==> src/rtl/semcell_pkg.sv <==
package semcell_pkg;

    typedef enum logic {
        VIEW_TRY  = 1'b0,
        VIEW_SYNC = 1'b1
    } view_e;

endpackage

==> src/rtl/sem_count_step.sv <==
module sem_count_step #(
    parameter int CNT_W = 16
) (
    input  logic [CNT_W-1:0] count_q,
    input  logic             dec_req,
    input  logic             inc_req,
    output logic [CNT_W-1:0] count_d,
    output logic             nonzero,
    output logic             at_max
);
    localparam logic [CNT_W-1:0] CNT_MAX = {CNT_W{1'b1}};

    always_comb begin
        nonzero = (count_q != '0);
        at_max  = (count_q == CNT_MAX);
        count_d = count_q;
        if (inc_req && !at_max) begin
            count_d = count_q + 1'b1;
        end else if (dec_req && nonzero) begin
            count_d = count_q - 1'b1;
        end
    end
endmodule

==> src/rtl/sem_wait_step.sv <==
module sem_wait_step #(
    parameter int TID_W = 6,
    parameter int THREADS = 1 << TID_W
) (
    input  logic [THREADS-1:0] blocked_q,
    input  logic               set_en,
    input  logic [TID_W-1:0]   set_tid,
    input  logic               release_en,
    output logic [THREADS-1:0] blocked_d,
    output logic [THREADS-1:0] wake_d
);
    for (genvar i = 0; i < THREADS; i++) begin : g_bit
        logic hit;
        assign hit          = set_en && (set_tid == TID_W'(i));
        assign blocked_d[i] = release_en ? 1'b0 : (blocked_q[i] | hit);
        assign wake_d[i]    = release_en & blocked_q[i];
    end
endmodule

==> src/rtl/sem_cell.sv <==
module sem_cell
    import semcell_pkg::*;
#(
    parameter int CNT_W = 16,
    parameter int TID_W = 6
) (
    input  logic               clk,
    input  logic               rst_n,
    input  logic               queue_mode,
    input  logic               req_valid,
    input  logic               req_write,
    input  logic               req_view,
    input  logic [TID_W-1:0]   req_tid,
    output logic               rsp_valid,
    output logic [CNT_W-1:0]   rsp_data,
    output logic               rsp_stall,
    output logic [(1<<TID_W)-1:0] wake_vec
);
    localparam int THREADS = 1 << TID_W;
    localparam logic [CNT_W-1:0] CNT_MAX = {CNT_W{1'b1}};

    typedef struct packed {
        logic [CNT_W-1:0]   count;
        logic [THREADS-1:0] blocked;
        logic [THREADS-1:0] wake;
        logic               rsp_valid;
        logic [CNT_W-1:0]   rsp_data;
        logic               rsp_stall;
    } state_t;

    state_t st_d, st_q;

    logic               live;
    logic               p_op, v_op, block_now;
    logic               cnt_nonzero, cnt_at_max;
    logic [CNT_W-1:0]   cnt_next;
    logic [THREADS-1:0] blk_next, wake_next;

    assign live      = req_valid && !queue_mode;
    assign p_op      = live && !req_write;
    assign v_op      = live && req_write;
    assign block_now = p_op && (view_e'(req_view) == VIEW_SYNC) && !cnt_nonzero;

    sem_count_step #(.CNT_W(CNT_W)) u_count (
        .count_q (st_q.count),
        .dec_req (p_op),
        .inc_req (v_op),
        .count_d (cnt_next),
        .nonzero (cnt_nonzero),
        .at_max  (cnt_at_max)
    );

    sem_wait_step #(.TID_W(TID_W), .THREADS(THREADS)) u_wait (
        .blocked_q  (st_q.blocked),
        .set_en     (block_now),
        .set_tid    (req_tid),
        .release_en (v_op),
        .blocked_d  (blk_next),
        .wake_d     (wake_next)
    );

    always_comb begin
        st_d           = st_q;
        st_d.count     = cnt_next;
        st_d.blocked   = blk_next;
        st_d.wake      = wake_next;
        st_d.rsp_valid = req_valid;
        st_d.rsp_data  = p_op ? st_q.count : '0;
        st_d.rsp_stall = block_now;
    end

    always_ff @(posedge clk or negedge rst_n) begin
        if (!rst_n) begin
            st_q <= '0;
        end else begin
            st_q <= st_d;
        end
    end

    assign rsp_valid = st_q.rsp_valid;
    assign rsp_data  = st_q.rsp_data;
    assign rsp_stall = st_q.rsp_stall;
    assign wake_vec  = st_q.wake;

    // acquire returns the pre-request count one cycle later
    p_read_data_r2: assert property (@(posedge clk) disable iff (!rst_n)
        (req_valid && !req_write && !queue_mode) |=> (rsp_valid && rsp_data == $past(st_q.count)));

    // non-zero count drops by one on acquire
    p_dec_r3: assert property (@(posedge clk) disable iff (!rst_n)
        (req_valid && !req_write && !queue_mode && st_q.count != '0)
        |=> (st_q.count == $past(st_q.count) - 1'b1));

    // sync acquire at zero stalls and records the thread
    p_block_r4: assert property (@(posedge clk) disable iff (!rst_n)
        (req_valid && !req_write && req_view && !queue_mode && st_q.count == '0)
        |=> (rsp_stall && st_q.blocked[$past(req_tid)]));

    // try acquire at zero never stalls
    p_try_zero_r4: assert property (@(posedge clk) disable iff (!rst_n)
        (req_valid && !req_write && !req_view && !queue_mode && st_q.count == '0)
        |=> (!rsp_stall && rsp_data == '0 && st_q.blocked == $past(st_q.blocked)));

    // saturation holds the maximum
    p_sat_hold_r6: assert property (@(posedge clk) disable iff (!rst_n)
        (req_valid && req_write && !queue_mode && st_q.count == CNT_MAX)
        |=> (st_q.count == CNT_MAX));

    // release wakes the recorded threads and empties the mask
    p_wake_r7: assert property (@(posedge clk) disable iff (!rst_n)
        (req_valid && req_write && !queue_mode)
        |=> (wake_vec == $past(st_q.blocked) && st_q.blocked == '0));

    // wake lasts one cycle
    p_wake_pulse_r7: assert property (@(posedge clk) disable iff (!rst_n)
        (wake_vec != '0) |=> (wake_vec == '0));

    // queue mode freezes the counter and answers zero
    p_queue_r8: assert property (@(posedge clk) disable iff (!rst_n)
        (req_valid && queue_mode)
        |=> ($stable(st_q.count) && rsp_data == '0 && !rsp_stall));

    // write responses carry no data and no stall
    p_write_rsp_r9: assert property (@(posedge clk) disable iff (!rst_n)
        (req_valid && req_write) |=> (rsp_valid && rsp_data == '0 && !rsp_stall));

endmodule

==> config.mk <==
export PLATFORM = sky130hd
export DESIGN_NAME = sem_cell
export DESIGN_NICKNAME = d
export VERILOG_FILES = /design/src/rtl/semcell_pkg.sv /design/src/rtl/sem_count_step.sv /design/src/rtl/sem_wait_step.sv /design/src/rtl/sem_cell.sv
export SDC_FILE = /design/constraint.sdc
export NUM_CORES = 1
export LEC_CHECK = 0
export BUFFER_PORTS_ARGS = -buffer_cell sky130_fd_sc_hd__buf_2
export CORE_ASPECT_RATIO = 1.2
export CORE_MARGIN = 3
export CORE_UTILIZATION = 30
export DETAILED_ROUTE_END_ITERATION = 10
export PLACE_DENSITY_LB_ADDON = 0.08
export SYNTH_ARGS = -nofsm -noshare
export SYNTH_HDL_FRONTEND = slang
export SYNTH_SLANG_ARGS = --single-unit
==> constraint.sdc <==
create_clock -name clk -period 3.91 [get_ports clk]
set_clock_uncertainty 0.15 [all_clocks]
set_input_delay 0.391 -clock clk [delete_from_list [all_inputs] [get_ports clk]]
set_output_delay 0.391 -clock clk [all_outputs]
set_load 0.03 [all_outputs]
* After elaboration in Yosys (flattened, before gate mapping)
Index checks and enable logic that the tools add are counted.
** Word-level totals
- Bits in registers :: 162
- Bits of input ports :: 12
- Output and inout bits :: 82
- Logic and storage cells :: 345
** Cells by class
- Reductions and logical operators :: 78
- Mux-type cells :: 67
- $add $sub $neg :: 2
- Equality and inequality tests :: 64
- Bitwise logic cells :: 128
** Operator list (count)
- $eq A6 B6 Y1 const B :: 32
- $eq A6 B5 Y1 const B :: 16
- $logic_and A1 B1 Y1 :: 71
- $and A1 B1 Y1 :: 64
- $mux W1 :: 64
- $or A1 B1 Y1 :: 64
- $eq A6 B4 Y1 const B :: 8
- $mux W16 :: 3
- $eq A6 B3 Y1 const B :: 4
- $add A16 B1 Y16 const B :: 1
- $eq A16 B16 Y1 const B :: 1
- $reduce_bool A16 Y1 :: 1
- $sub A16 B1 Y16 const B :: 1
- $eq A6 B2 Y1 const B :: 2
- $eq A6 B1 Y1 const B :: 1
- $logic_not A6 Y1 :: 1
- $logic_not A1 Y1 :: 4
- $reduce_bool A2 Y1 :: 1

* Logic depth before layout (Yosys ltp)
Gate-level depths: netlist of the first run.
- Word-level depth :: 8
- Gate-level depth with buffers :: 11
- Mapped depth without buffers :: 10

* Hierarchy
A second synthesis of the first run with hierarchy kept.
** Second synthesis, totals
- Cell total of the unflattened synthesis :: 616
- Area total of the unflattened synthesis :: 7051.8 µm²
** Modules (own cells, without submodules)
- sem_cell :: cells an instance 262, times used 1, area an instance 4824.6 µm², seq. area each 4053.9 µm²
- sem_wait_step :: cells an instance 237, times used 1, area an instance 1412.6 µm², seq. area each 0.0 µm²
- sem_count_step :: cells an instance 117, times used 1, area an instance 814.5 µm², seq. area each 0.0 µm²

* Worst setup path before layout of the first run
No wires, ideal clock.
- Path kind :: reg2reg
- Start point :: reg st_q[160] (netlist name)
- End point :: reg st_q[154] (netlist name)
- Required time :: 3.638 ns
- Cell stages (with the launch flop) :: 10
- Setup slack :: 0.667 ns
- Path buffers :: 0
- Clock period less this slack :: 3.243 ns
- Data arrival time :: 2.971 ns
- Library setup time :: 0.122 ns
- Cells stage by stage :: dfrtp_1 nand4_1 nor4_2 nand2b_1 ha_1 nor2b_1 o31a_1 o21a_1 or4_1 a32o_1
** On the way
- Cells in the longest elaborated chain, start to end :: 4
- Elaborated cells between the ends (all ways) :: 7
- Those cells by class :: eq/ne: 1; mux: 1; reduce/logical: 5
** RTL lines
- start, declared :: RTL line sem_cell.sv:31 : state_t st_d, st_q;
- start signal, assigned :: RTL line sem_cell.sv:76 : st_q <= st_d;
- $eq A16 B16 Y1 :: RTL line sem_count_step.sv:15 : at_max = (count_q == CNT_MAX);
- $logic_not A1 Y1 :: RTL line sem_count_step.sv:17 : if (inc_req && !at_max) begin
- $logic_and A1 B1 Y1 :: RTL line sem_count_step.sv:17
- $mux W16 / $reduce_bool A2 Y1 (equally long branches)
Parallel ways exist; a longest one is shown, timed or not.
A chain may end at the register's enable or synchronous reset.

* Worst setup path in the final report of the first run
- Start point :: reg st_q[154] (netlist name)
- End point :: reg st_q[158] (netlist name)
** On the way
- Cells in the longest elaborated chain, start to end :: 4
- Elaborated cells between the ends (all ways) :: 10
- Those cells by class :: add/sub: 2; eq/ne: 1; mux: 2; reduce/logical: 5
** RTL lines
- branches (longest 4 deep; another with $sub A16 B1 Y16)
Several ways; the timed one is not identified. The select of a mux whose other input is x is not followed.

==> metrics.yaml, run 1 <==
placed_design:
  placed_cells: 981
  numPortBuffers: 93
  gp_congestion: 0.895
  dp_slack_ns: 0.388
  post-dp-hpwl_mm: 11.9
critical_path:
  critPathLaunchType: "register"
  endpoint_kind: "register"
  worstPathRequired_ns: 4.10
  cp_max_fo: 10
  arrival_ns: 3.75
  crit_type: "register to register"
cells_and_area:
  fill_cells: 2423
  fin_nets: 715
  fin_cells: 1015
  seq_area_um2: 4050
  diodes: 0
  multiInputGateArea_um2: 2370
  area_delta_synth_final_pct: 11.9
  drive_gt1_share_pct: 21.1
  fin_util_pct: 34.5
yosys:
  synth_cells: 667
  synth_area_leaders: "dfrtp_1, buf_4, and2_1, a21oi_1, nor2_1"
  netlist-cell-type-count: 52
  synth-async-reset-ratio_pct: 100
  synth_top_cell_area_share_pct: 56.3
  synth_flop_cell: "dfrtp_1"
  yosysWarnings: 0
  synth.yosys.seq_area_share_pct: 56.3
  ys_ff_latch: 162
  syn_avg_cell_area_um2: 10.8
  synthesis.nets: 695
  synthesis.area_um2: 7200
  synth_edf_count: 0
  yosys.area.top_type: "dfrtp_1"
detailed_routing:
  ant_nets: 0
  avgViaCountPerCell: 4.55
  drc: 0
  wire_per_inst_um: 17.0
  drtIter0Drc: 341
  vias: 4618
  first_pass_iters: 6
  wirelength_mm: 17.3
sta:
  setup_ws_ns: 0.345
  setup_violations: 0
  worst_slew_pin_slew_ns: 1.10
  rsz0062_at_grt: "false"
  maxSlewViolCount: 0
  fin_tns_setup_ns: 0
  min_period_over_period_pct: 91.2
  hold_viol: 0
  post-route-min-period_ns: 3.57
  relSlewSlack_pct: 26.4
  fmax_mhz: 280
floorplan:
  core_area_um2: 23400
  start_util_pct: 30.8
  die_h_um: 176
  rows: 61
  die_area_um2: 25900
  die_w_um: 147
  ios: 94
clock_tree:
  clockBufferDepth: 2
  clkLatencyLatePin_ns: 0.42
  clk_pin_slew_ns: 0.07
  cts_tree: "done"
  root_buffer: "clkbuf_16"
  cts_sinks: 162
  cts_made_buffers: 17
  htreeDepth: 4
global_route:
  grt_usage_pct: 13.4
  grt_pass1_wl_mm: 26.8
  grt_max_degree: 129
  first_global_vias: 4686
  overflow: 0
  antenna_found_initial: 0
power:
  sequentialPowerShare_pct: 40.8
  switching_share_pct: 32.4
  pwr-share-clk_pct: 37.7
  p_leak_uw: 0.00408
  power_switching_uw: 1520
  power.density_nw_per_um2: 583
  pwr-share-comb_pct: 21.6
  max-vdd-ir-drop_mv: 0.284
  internal-power_uw: 3170
worst_hold_path:
  hp-class: "register to register"
status:
  status: "completed"
job:
  maxCapViolCount: 0
-- worst max-delay path, cell delays in order (launching register included) --
cell	delay (ns)
dfrtp_1	0.46
nand4_1	0.17
nor4_2	0.47
nand2b_1	0.41
buf_4	0.27
ha_1	0.31
nand2_1	0.08
o21ai_0	0.47
o22ai_1	0.18
a2111o_1	0.42
o211ai_1	0.09
-- cells in the mapped netlist (2+ instances only) --
library cell and n:
a211oi_1 8, a21o_1 3, a21oi_1 80, a31oi_1 3
and2_1 80, and3b_1 2, and4_1 3, buf_1 3
buf_2 2, buf_4 80, buf_6 5, clkbuf_1 14
dfrtp_1 162, ha_1 15, inv_1 11, nand2_1 16
nand2b_1 5, nand3b_1 2, nand4_1 6, nor2_1 90
nor3_1 14, nor3b_1 2, nor4_2 4, nor4_4 5
o211ai_1 5, o21a_1 5, o21ai_0 8, o221ai_1 2
o22ai_1 2, o31ai_1 3, or2_2 2, or3_1 2
xor2_1 4
-- power groups by stage --
stage / registers (µW) / logic (µW) / clock network [µW]
floorplan: 1900 / 777 / 0
global placement: 1940 / 1020 / 0
detailed placement: 1950 / 1010 / 0
CTS: 1910 / 1020 / 1820
global route: 1930 / 1130 / 1890
finish: 1910 / 1010 / 1770
-- layout make-up --
cell class / instances / share of cell area [%]
multi-input combinational: 390 / 29.5
inverter: 11 / 0.513
timing repair buffer: 105 / 7.04
sequential: 162 / 50.4
clock inverter: 14 / 2.38
clock buffer: 18 / 5.33
tap: 315 / 4.90
-- cell families after synthesis --
group                    Yosys count  share of synthesized area (%)
AO/OA/AOI/OAI                    130                           10.7
XOR/XNOR                           5                          0.609
adder cells (fa/ha/maj)           16                           2.89
buffers and inverters            115                           10.7
flip-flops                       162                           56.3
AND/OR/NAND/NOR                  239                           18.7
-- metrics by stage --
stage	power, µW	instance area, µm²	hold slack [ns]
global route	4950	8050	0.336
CTS	4760	8050	0.305
detailed placement	2960	7410	0.319
global placement	2960	7410	0.314
floorplan	2670	7200	-0.0546
finish	4700	8050	0.334
-- layer usage --
layer  wire [µm]  track usage (%)  up-vias
li1            -                -     2218
met1        7290             16.2     2268
met2        9030             23.8      112
met3         617             2.58       20
met4         345             5.01        0
met5           0                0        -
-- worst paths after layout --
path	depth (start not counted)	slack [ns]	from	to
worst max-delay path	10	0.34	st_q[154]$_DFFE_PN0P_	st_q[158]$_DFFE_PN0P_
worst min-delay path	1	0.33	st_q[118]$_DFF_PN0_	wake_vec[36]$_DFF_PN0_
worst max register to register	10	0.34	st_q[154]$_DFFE_PN0P_	st_q[158]$_DFFE_PN0P_
worst min register to register	1	0.33	st_q[118]$_DFF_PN0_	wake_vec[36]$_DFF_PN0_
max in group asynchronous	3	2.21	rst_n	wake_vec[20]$_DFF_PN0_
min in group asynchronous	2	0.45	rst_n	rsp_data[14]$_DFF_PN0_
-- cells in the final DEF (no fill, tap or decap), drive strengths merged, types with 2 or more instances in the layout --
cell type      n
o21ai          8
nand2b         5
dfrtp        162
or2            2
buf          103
a21o           3
ha            15
or3            2
bufinv         3
nand4          7
o221ai         2
and3b          2
o211ai         5
and2          80
nor3b          2
o22ai          2
nor2          90
a31oi          3
clkinvlp       2
a21oi         80
nor4          10
inv           19
o31ai          3
clkbuf        18
dlygate4sd3    2
a211oi         8
and4           3
nand2         16
nor3          14
nand3b         2
o21a           5
xor2           4
-- flip-flops by register name, summed over array words and instances (netlist names) --
name,flops
rsp_data,16
rsp_stall,1
rsp_valid,1
st_q,80
wake_vec,64
-- timing repair --
action,CTS,global route
gates resized for setup,0,0
buffers inserted,0,0
hold buffers,2,0
endpoints found under the hold margin,88,0
Note: power is estimated with default switching activity, not from simulation.
==> run 2, diff against run 1 <==
--- a/config.mk
+++ b/config.mk
@@ -5,7 +5,7 @@
 export SDC_FILE = /design/constraint.sdc
 export NUM_CORES = 1
 export LEC_CHECK = 0
-export BUFFER_PORTS_ARGS = -buffer_cell sky130_fd_sc_hd__buf_2
+export BUFFER_PORTS_ARGS = -buffer_cell sky130_fd_sc_hd__buf_4
 export CORE_ASPECT_RATIO = 1.2
 export CORE_MARGIN = 3
 export CORE_UTILIZATION = 30
==> run 2 against run 1 <==
Critical path depth unchanged. Total power about the same. Largest power group unchanged. Final cell count down 0.39%. Clock power about the same. Via count down 0.32%. Routed wire length down 1.6%. Register-to-register slack better by 0.08 ns.
==> metrics.yaml, run 2 (synthesis results as in run 1) <==
sta:
  min_period_over_period_pct: 89.1  # -2.1 points
  post-route-min-period_ns: 3.49  # -0.0804 ns
  hold_viol: 0  # unchanged
  fin_tns_setup_ns: 0  # unchanged
  hold_ws_ns: 0.286  # -0.0477 ns
  fmax_mhz: 287  # +2.3%
  rsz0062_at_grt: "false"
  maxSlewViolCount: 0  # unchanged
  relSlewSlack_pct: 26.0  # -0.31 points
  worst_slew_pin_slew_ns: 1.11  # +0.00462 ns
  setup_violations: 0  # unchanged
global_route:
  grt_usage_pct: 13.5  # +0.089 points
  grt_max_degree: 129  # unchanged
  use_met3_pct: 3.28  # +0.70 points
  grt_pass1_wl_mm: 27.0  # +0.72%
  first_global_vias: 4726  # +0.85%
  grtUsageMet2_pct: 23.8  # unchanged
  overflow: 0  # unchanged
  grt.busiest_layer: "met2"
  antenna_found_initial: 0  # unchanged
  met1_usage_pct: 16.4  # +0.21 points
critical_path:
  worstPathRequired_ns: 4.10  # about the same
  r2r_cells: 10  # unchanged
  crit_type: "register to register"
  path_cells: "nand4_1 -> nor4_2 -> nand2b_1 -> buf_4 -> ha_1 -> nand4_1 -> nor3_1 -> o211ai_1 -> and4_1 -> nor3_1"
  critical-path-max-stage-delay_ns: 0.50  # +0.03 ns
  crit-reg2reg-launch: "st_q[146]$_DFFE_PN0P_"
  arrival_ns: 3.67  # -0.08 ns
  slowest_stage: "dfrtp_1"
  cp_max_fo: 10  # unchanged
  ff2ff_setup_slack_ns: 0.42  # +0.08 ns
  rr_endpoint: "st_q[160]$_DFFE_PN0P_"
  critPathLaunchType: "register"
  endpoint_kind: "register"
cells_and_area:
  largest_register_ffs: 80  # unchanged
  multiInputGateArea_um2: 2370  # unchanged
  seq_area_um2: 4050  # unchanged
  area_delta_synth_final_pct: 14.9
  fin_cells: 1011  # -0.39%
  drive_gt1_share_pct: 20.8  # -0.31 points
  largest_register: "st_q"
  final_common_cell: "dfrtp_1"
  fin_nets: 712  # -0.42%
  fill_cells: 2378  # -1.9%
  final_cell_mix: "dfrtp_1, buf_4, nor2_1"
  diodes: 0  # unchanged
clock_tree:
  cts_made_buffers: 17  # unchanged
  clockBufferDepth: 2  # unchanged
  root_buffer: "clkbuf_16"
  cts_resized: 0  # unchanged
  postCtsHoldBufs: 2  # unchanged
  cts_sinks: 162  # unchanged
  cts_tree: "done"
  htreeDepth: 4  # unchanged
  clkLatencyLatePin_ns: 0.42  # about the same
  clk_pin_slew_ns: 0.07  # about the same
  cts_setup_buffers: 0  # unchanged
detailed_routing:
  vias: 4603  # -0.32%
  drtIter0Drc: 379  # +11%
  avgViaCountPerCell: 4.55  # about the same
  first_pass_iters: 4  # -2
  ant_nets: 0  # unchanged
  wirelength_mm: 17.0  # -1.6%
  drc: 0  # unchanged
  wire_per_inst_um: 16.8  # -1.2%
job:
  maxCapViolCount: 0  # unchanged
floorplan:
  ios: 94  # unchanged
  die_h_um: 176  # unchanged
  die_area_um2: 25900  # unchanged
  core_area_um2: 23400  # unchanged
  rows: 61  # unchanged
  start_util_pct: 30.8  # unchanged
  die_w_um: 147  # unchanged
power:
  power.total_uw: 4690  # about the same
  power.density_nw_per_um2: 567  # -2.7%
  p_leak_uw: 0.00407  # -0.22%
  max-vdd-ir-drop_mv: 0.297  # +4.5%
placed_design:
  numPortBuffers: 93  # unchanged
  post-dp-hpwl_mm: 11.7  # -1.3%
  placed_cells: 978  # -0.31%
  gp_congestion: 0.876  # -2.1%
worst_hold_path:
  whs_path_depth: 4  # +3
  hp-start: "req_tid[3]"
  hp-class: "input pin to register"
  min_to: "st_q[116]$_DFF_PN0_"
status:
  status: "completed"
## run 2: area by class of cell
cell class | instances | area share, %
Timing Repair Buffer | 102 | 9.52
Inverter | 11 | 0.499
Clock buffer | 17 | 5.14
Multi-Input combinational cell | 390 | 28.7
Clock inverter | 14 | 2.35
Sequential cell | 162 | 49.0
Tap cell | 315 | 4.77
## run 2: worst max path at each step
stage / start / end / slack [ns] / cells past startpoint
6_report: st_q[146]$_DFFE_PN0P_ / st_q[160]$_DFFE_PN0P_ / 0.42 / 10
5_1_grt: st_q[146]$_DFFE_PN0P_ / st_q[160]$_DFFE_PN0P_ / 0.14 / 10
4_1_cts: st_q[146]$_DFFE_PN0P_ / st_q[160]$_DFFE_PN0P_ / 0.39 / 10
3_5_place_dp: st_q[146]$_DFFE_PN0P_ / st_q[160]$_DFFE_PN0P_ / 0.45 / 10
3_3_place_gp: st_q[146]$_DFFE_PN0P_ / st_q[160]$_DFFE_PN0P_ / 0.51 / 10
2_1_floorplan: st_q[160]$_DFFE_PN0P_ / st_q[154]$_DFFE_PN0P_ / 0.67 / 9
## run 2: per-layer routing
metal / up-vias / part of all wire [%]
li1: 2208 / -
met1: 2265 / 41
met2: 113 / 53
met3: 17 / 4.3
met4: 0 / 1.7
met5: - / 0
## run 2: critical path, delay by kind of cell, from the launching register on
| family | cells | cell delay [ns] |
|---|---|---|
| buf+inv | 1 | 0.25 |
| fa+ha+maj | 1 | 0.30 |
| simple gates | 7 | 1.93 |
| flops | 1 | 0.50 |
| compound gates | 1 | 0.27 |
## run 2: per-stage QoR
stage / instance area [µm²] / util (%) / worst slack (ns)
3_5_place_dp: 7630 / 32.7 / 0.451
4_1_cts: 8270 / 35.4 / 0.394
3_3_place_gp: 7630 / 32.7 / 0.512
2_1_floorplan: 7200 / - / 0.667
5_1_grt: 8270 / 35.4 / 0.139
6_report: 8270 / 35.4 / 0.425
## run 2: power by group
group / internal (µW) / switching [µW] / total (µW)
Combinational: 384 / 634 / 1020
Sequential: 1770 / 149 / 1920
Clock: 1030 / 728 / 1760
==> run 3, diff against run 2 <==
--- a/config.mk
+++ b/config.mk
@@ -5,12 +5,14 @@
 export SDC_FILE = /design/constraint.sdc
 export NUM_CORES = 1
 export LEC_CHECK = 0
+export ABC_AREA = 1
 export BUFFER_PORTS_ARGS = -buffer_cell sky130_fd_sc_hd__buf_4
 export CORE_ASPECT_RATIO = 1.2
 export CORE_MARGIN = 3
 export CORE_UTILIZATION = 30
 export DETAILED_ROUTE_END_ITERATION = 10
-export PLACE_DENSITY_LB_ADDON = 0.08
+export PLACE_DENSITY = 0.57
 export SYNTH_ARGS = -nofsm -noshare
 export SYNTH_HDL_FRONTEND = slang
 export SYNTH_SLANG_ARGS = --single-unit
+export TNS_END_PERCENT = 20
==> run 3 against run 2 <==
Cell area grew 1.0%. Die area grew 1.4%. Worst setup slack gained 0.56 ns. Global-route usage shrank 0.83 points. Register-to-register slack gained 0.56 ns. Sequential power shrank 3%. Final cell count grew 14%. Area after synthesis grew 1.4%. Flip-flop and latch count is the same. Critical endpoint unchanged. Largest power group unchanged.
==> metrics.yaml, run 3 <==
global_route:
  grt_usage_pct: 12.7  # -0.83 points
  grt_pass1_wl_mm: 26.2  # -2.6%
  overflow: 0  # unchanged
  antenna_found_initial: 0  # unchanged
  first_global_vias: 4862  # +2.9%
  grt_max_degree: 90  # -30%
floorplan:
  die_area_um2: 26200  # +1.4%
  ios: 94  # unchanged
  start_util_pct: 31.0  # +0.14 points
  die_w_um: 148  # +0.69%
  die_h_um: 177  # +0.69%
  rows: 61  # unchanged
  core_area_um2: 23600  # +0.98%
yosys:
  synth_area_leaders: "dfrtp_1, buf_4, nor2_1, inv_1, nand3_1"
  yosysWarnings: 0  # unchanged
  synth_top_cell_area_share_pct: 55.5  # -0.80 points
  synth-async-reset-ratio_pct: 100  # unchanged
  synth_cells: 810  # +21%
  synthTopCellsByCount: "dfrtp_1, nor2_1, inv_1"
  synth_most_common_cell: "dfrtp_1"
  synth_flop_cell: "dfrtp_1"
  syn_avg_cell_area_um2: 9.01  # -16%
  synthesis.area_um2: 7300  # +1.4%
  synth_edf_count: 0  # unchanged
  ys_ff_latch: 162  # unchanged
  netlist-cell-type-count: 27  # -48%
  yosys.area.top_type: "dfrtp_1"
  synthesis.nets: 838  # +21%
  synth.yosys.seq_area_share_pct: 55.5  # -0.80 points
cells_and_area:
  drive_gt1_share_pct: 16.6  # -4.2 points
  largest_register_ffs: 80  # unchanged
  fill_cells: 2392  # +0.59%
  final_cell_mix: "dfrtp_1, nor2_1, inv_1"
  area_delta_synth_final_pct: 14.4
  largest_register: "st_q"
  fin_nets: 853  # +20%
  final_common_cell: "dfrtp_1"
  diodes: 0  # unchanged
placed_design:
  dp_slack_ns: 1.04  # +0.591 ns
  numPortBuffers: 93  # unchanged
  gp_congestion: 0.874  # -0.22%
  post-dp-hpwl_mm: 10.9  # -7.4%
critical_path:
  ff2ff_setup_slack_ns: 0.98  # +0.56 ns
  path_common_cell: "nand2_1"
  critPathLaunchType: "register"
  worstPathRequired_ns: 4.06  # -0.04 ns
  endpoint_kind: "register"
  slowest_stage: "o21ai_0"
  crit_type: "register to register"
  cp_max_fo: 5  # -5
  arrival_ns: 3.08  # -0.59 ns
  path_cells: "nand2_1 -> nor3_1 -> nand2_1 -> nor2_1 -> nor2_1 -> fa_1 -> o21ai_0 -> nand2_1 -> nand2_1 -> nand2_1 -> nand2_1 -> nand2_1 -> nand3_1 -> nand2_1"
  critical-path-max-stage-delay_ns: 0.53  # +0.03 ns
clock_tree:
  postCtsHoldBufs: 2  # unchanged
  clk_pin_slew_ns: 0.07  # about the same
  root_buffer: "clkbuf_16"
  htreeDepth: 4  # unchanged
  clockBufferDepth: 2  # unchanged
  cts_sinks: 162  # unchanged
  clkLatencyLatePin_ns: 0.42  # about the same
  cts_tree: "done"
  cts_setup_buffers: 0  # unchanged
  cts_resized: 0  # unchanged
  cts_made_buffers: 17  # unchanged
detailed_routing:
  wire_per_inst_um: 14.0  # -17%
  avgViaCountPerCell: 4.36  # -4.2%
  vias: 5029  # +9.3%
  wirelength_mm: 16.1  # -5.2%
  first_pass_iters: 4  # unchanged
  ant_nets: 0  # unchanged
  drtIter0Drc: 318  # -16%
  drc: 0  # unchanged
power:
  p_leak_uw: 0.00413  # +1.5%
  pwr-share-comb_pct: 24.1  # +2.4 points
  pwr-share-clk_pct: 36.2  # -1.2 points
  switching_share_pct: 32.7  # +0.51 points
  internal-power_uw: 3170  # -0.46%
  power.density_nw_per_um2: 563  # -0.70%
  max-vdd-ir-drop_mv: 0.258  # -13%
  power_switching_uw: 1540  # +1.9%
  sequentialPowerShare_pct: 39.7  # -1.2 points
sta:
  setup_violations: 0  # unchanged
  min_period_over_period_pct: 74.9  # -14 points
  fmax_mhz: 342  # +19%
  relSlewSlack_pct: 19.0  # -7.1 points
  fin_tns_setup_ns: 0  # unchanged
  hold_viol: 0  # unchanged
  worst_slew_pin_slew_ns: 1.21  # +0.101 ns
  post-route-min-period_ns: 2.93  # -0.557 ns
  maxSlewViolCount: 0  # unchanged
  setup_ws_ns: 0.982  # +0.557 ns
  rsz0062_at_grt: "false"
worst_hold_path:
  hp-class: "input pin to register"
job:
  maxCapViolCount: 0  # unchanged
status:
  status: "completed"
run 3: final cells by class:
cell class	count	area [µm²]	share of cell area (%)
clock buffers	20	457	5.47
clock inverters	12	145	1.74
inverters	113	424	5.08
multi-input cells	427	2080	24.9
flip-flops and latches	162	4050	48.5
well taps	315	394	4.72
repair buffers	104	802	9.60
run 3: critical path, delay by kind of cell (launching register included):
kind,cells,cell delay (ns)
and+or+nand+nor,12,1.27
DFF,1,0.44
AOI/OAI and AO/OA,1,0.53
adders and majority gates,1,0.41
run 3: power groups by stage:
| stage | Combinational, µW | Clock [µW] | Sequential [µW] |
|---|---|---|---|
| 2_1_floorplan | 863 | 0 | 1870 |
| 4_1_cts | 1140 | 1750 | 1870 |
| 3_3_place_gp | 1120 | 0 | 1890 |
| 6_report | 1130 | 1700 | 1870 |
| 5_1_grt | 1310 | 1830 | 1880 |
| 3_5_place_dp | 1130 | 0 | 1900 |
run 3: through the flow:
step	hold slack [ns]	instances	instance area (µm²)	util, %	power [µW]
6_report	0.274	1153	8350	35.4	4700
4_1_cts	0.264	1153	8350	35.4	4760
3_5_place_dp	0.323	1119	7730	32.8	3030
3_3_place_gp	0.321	1119	7730	32.8	3020
2_1_floorplan	-0.0546	810	7300	-	2740
5_1_grt	0.287	1153	8350	35.4	5020
run 3: worst paths after layout:
kind	start	endpoint	cells past startpoint
setup / recovery	st_q[159]$_DFFE_PN0P_	st_q[160]$_DFFE_PN0P_	14
hold / removal	req_write	rsp_data[3]$_DFF_PN0_	3
setup reg to reg	st_q[159]$_DFFE_PN0P_	st_q[160]$_DFFE_PN0P_	14
hold reg to reg	st_q[82]$_DFF_PN0_	wake_vec[0]$_DFF_PN0_	2
max in group asynchronous	rst_n	st_q[116]$_DFF_PN0_	3
min in group asynchronous	rst_n	wake_vec[25]$_DFF_PN0_	2
run 3: kinds of logic (layout without fill, tap and decap cells):
kind of cell               Yosys count  after routing  synth area share, %
and+or+nand+nor                    310            310                 18.0
buffers and inverters              221            249                 16.2
DFF                                162            162                 55.5
AOI/OAI and AO/OA                   93             93                 6.53
adders and majority gates           16             16                 2.85
xor gates and xnor gates             8              8                0.960
run 3: layer usage:
metal,up-vias,wire length [µm],track usage [%]
met5,-,0,0
met4,0,451,5.74
met3,35,661,2.46
met2,120,7890,20.6
met1,2394,7130,16.4
li1,2480,-,-
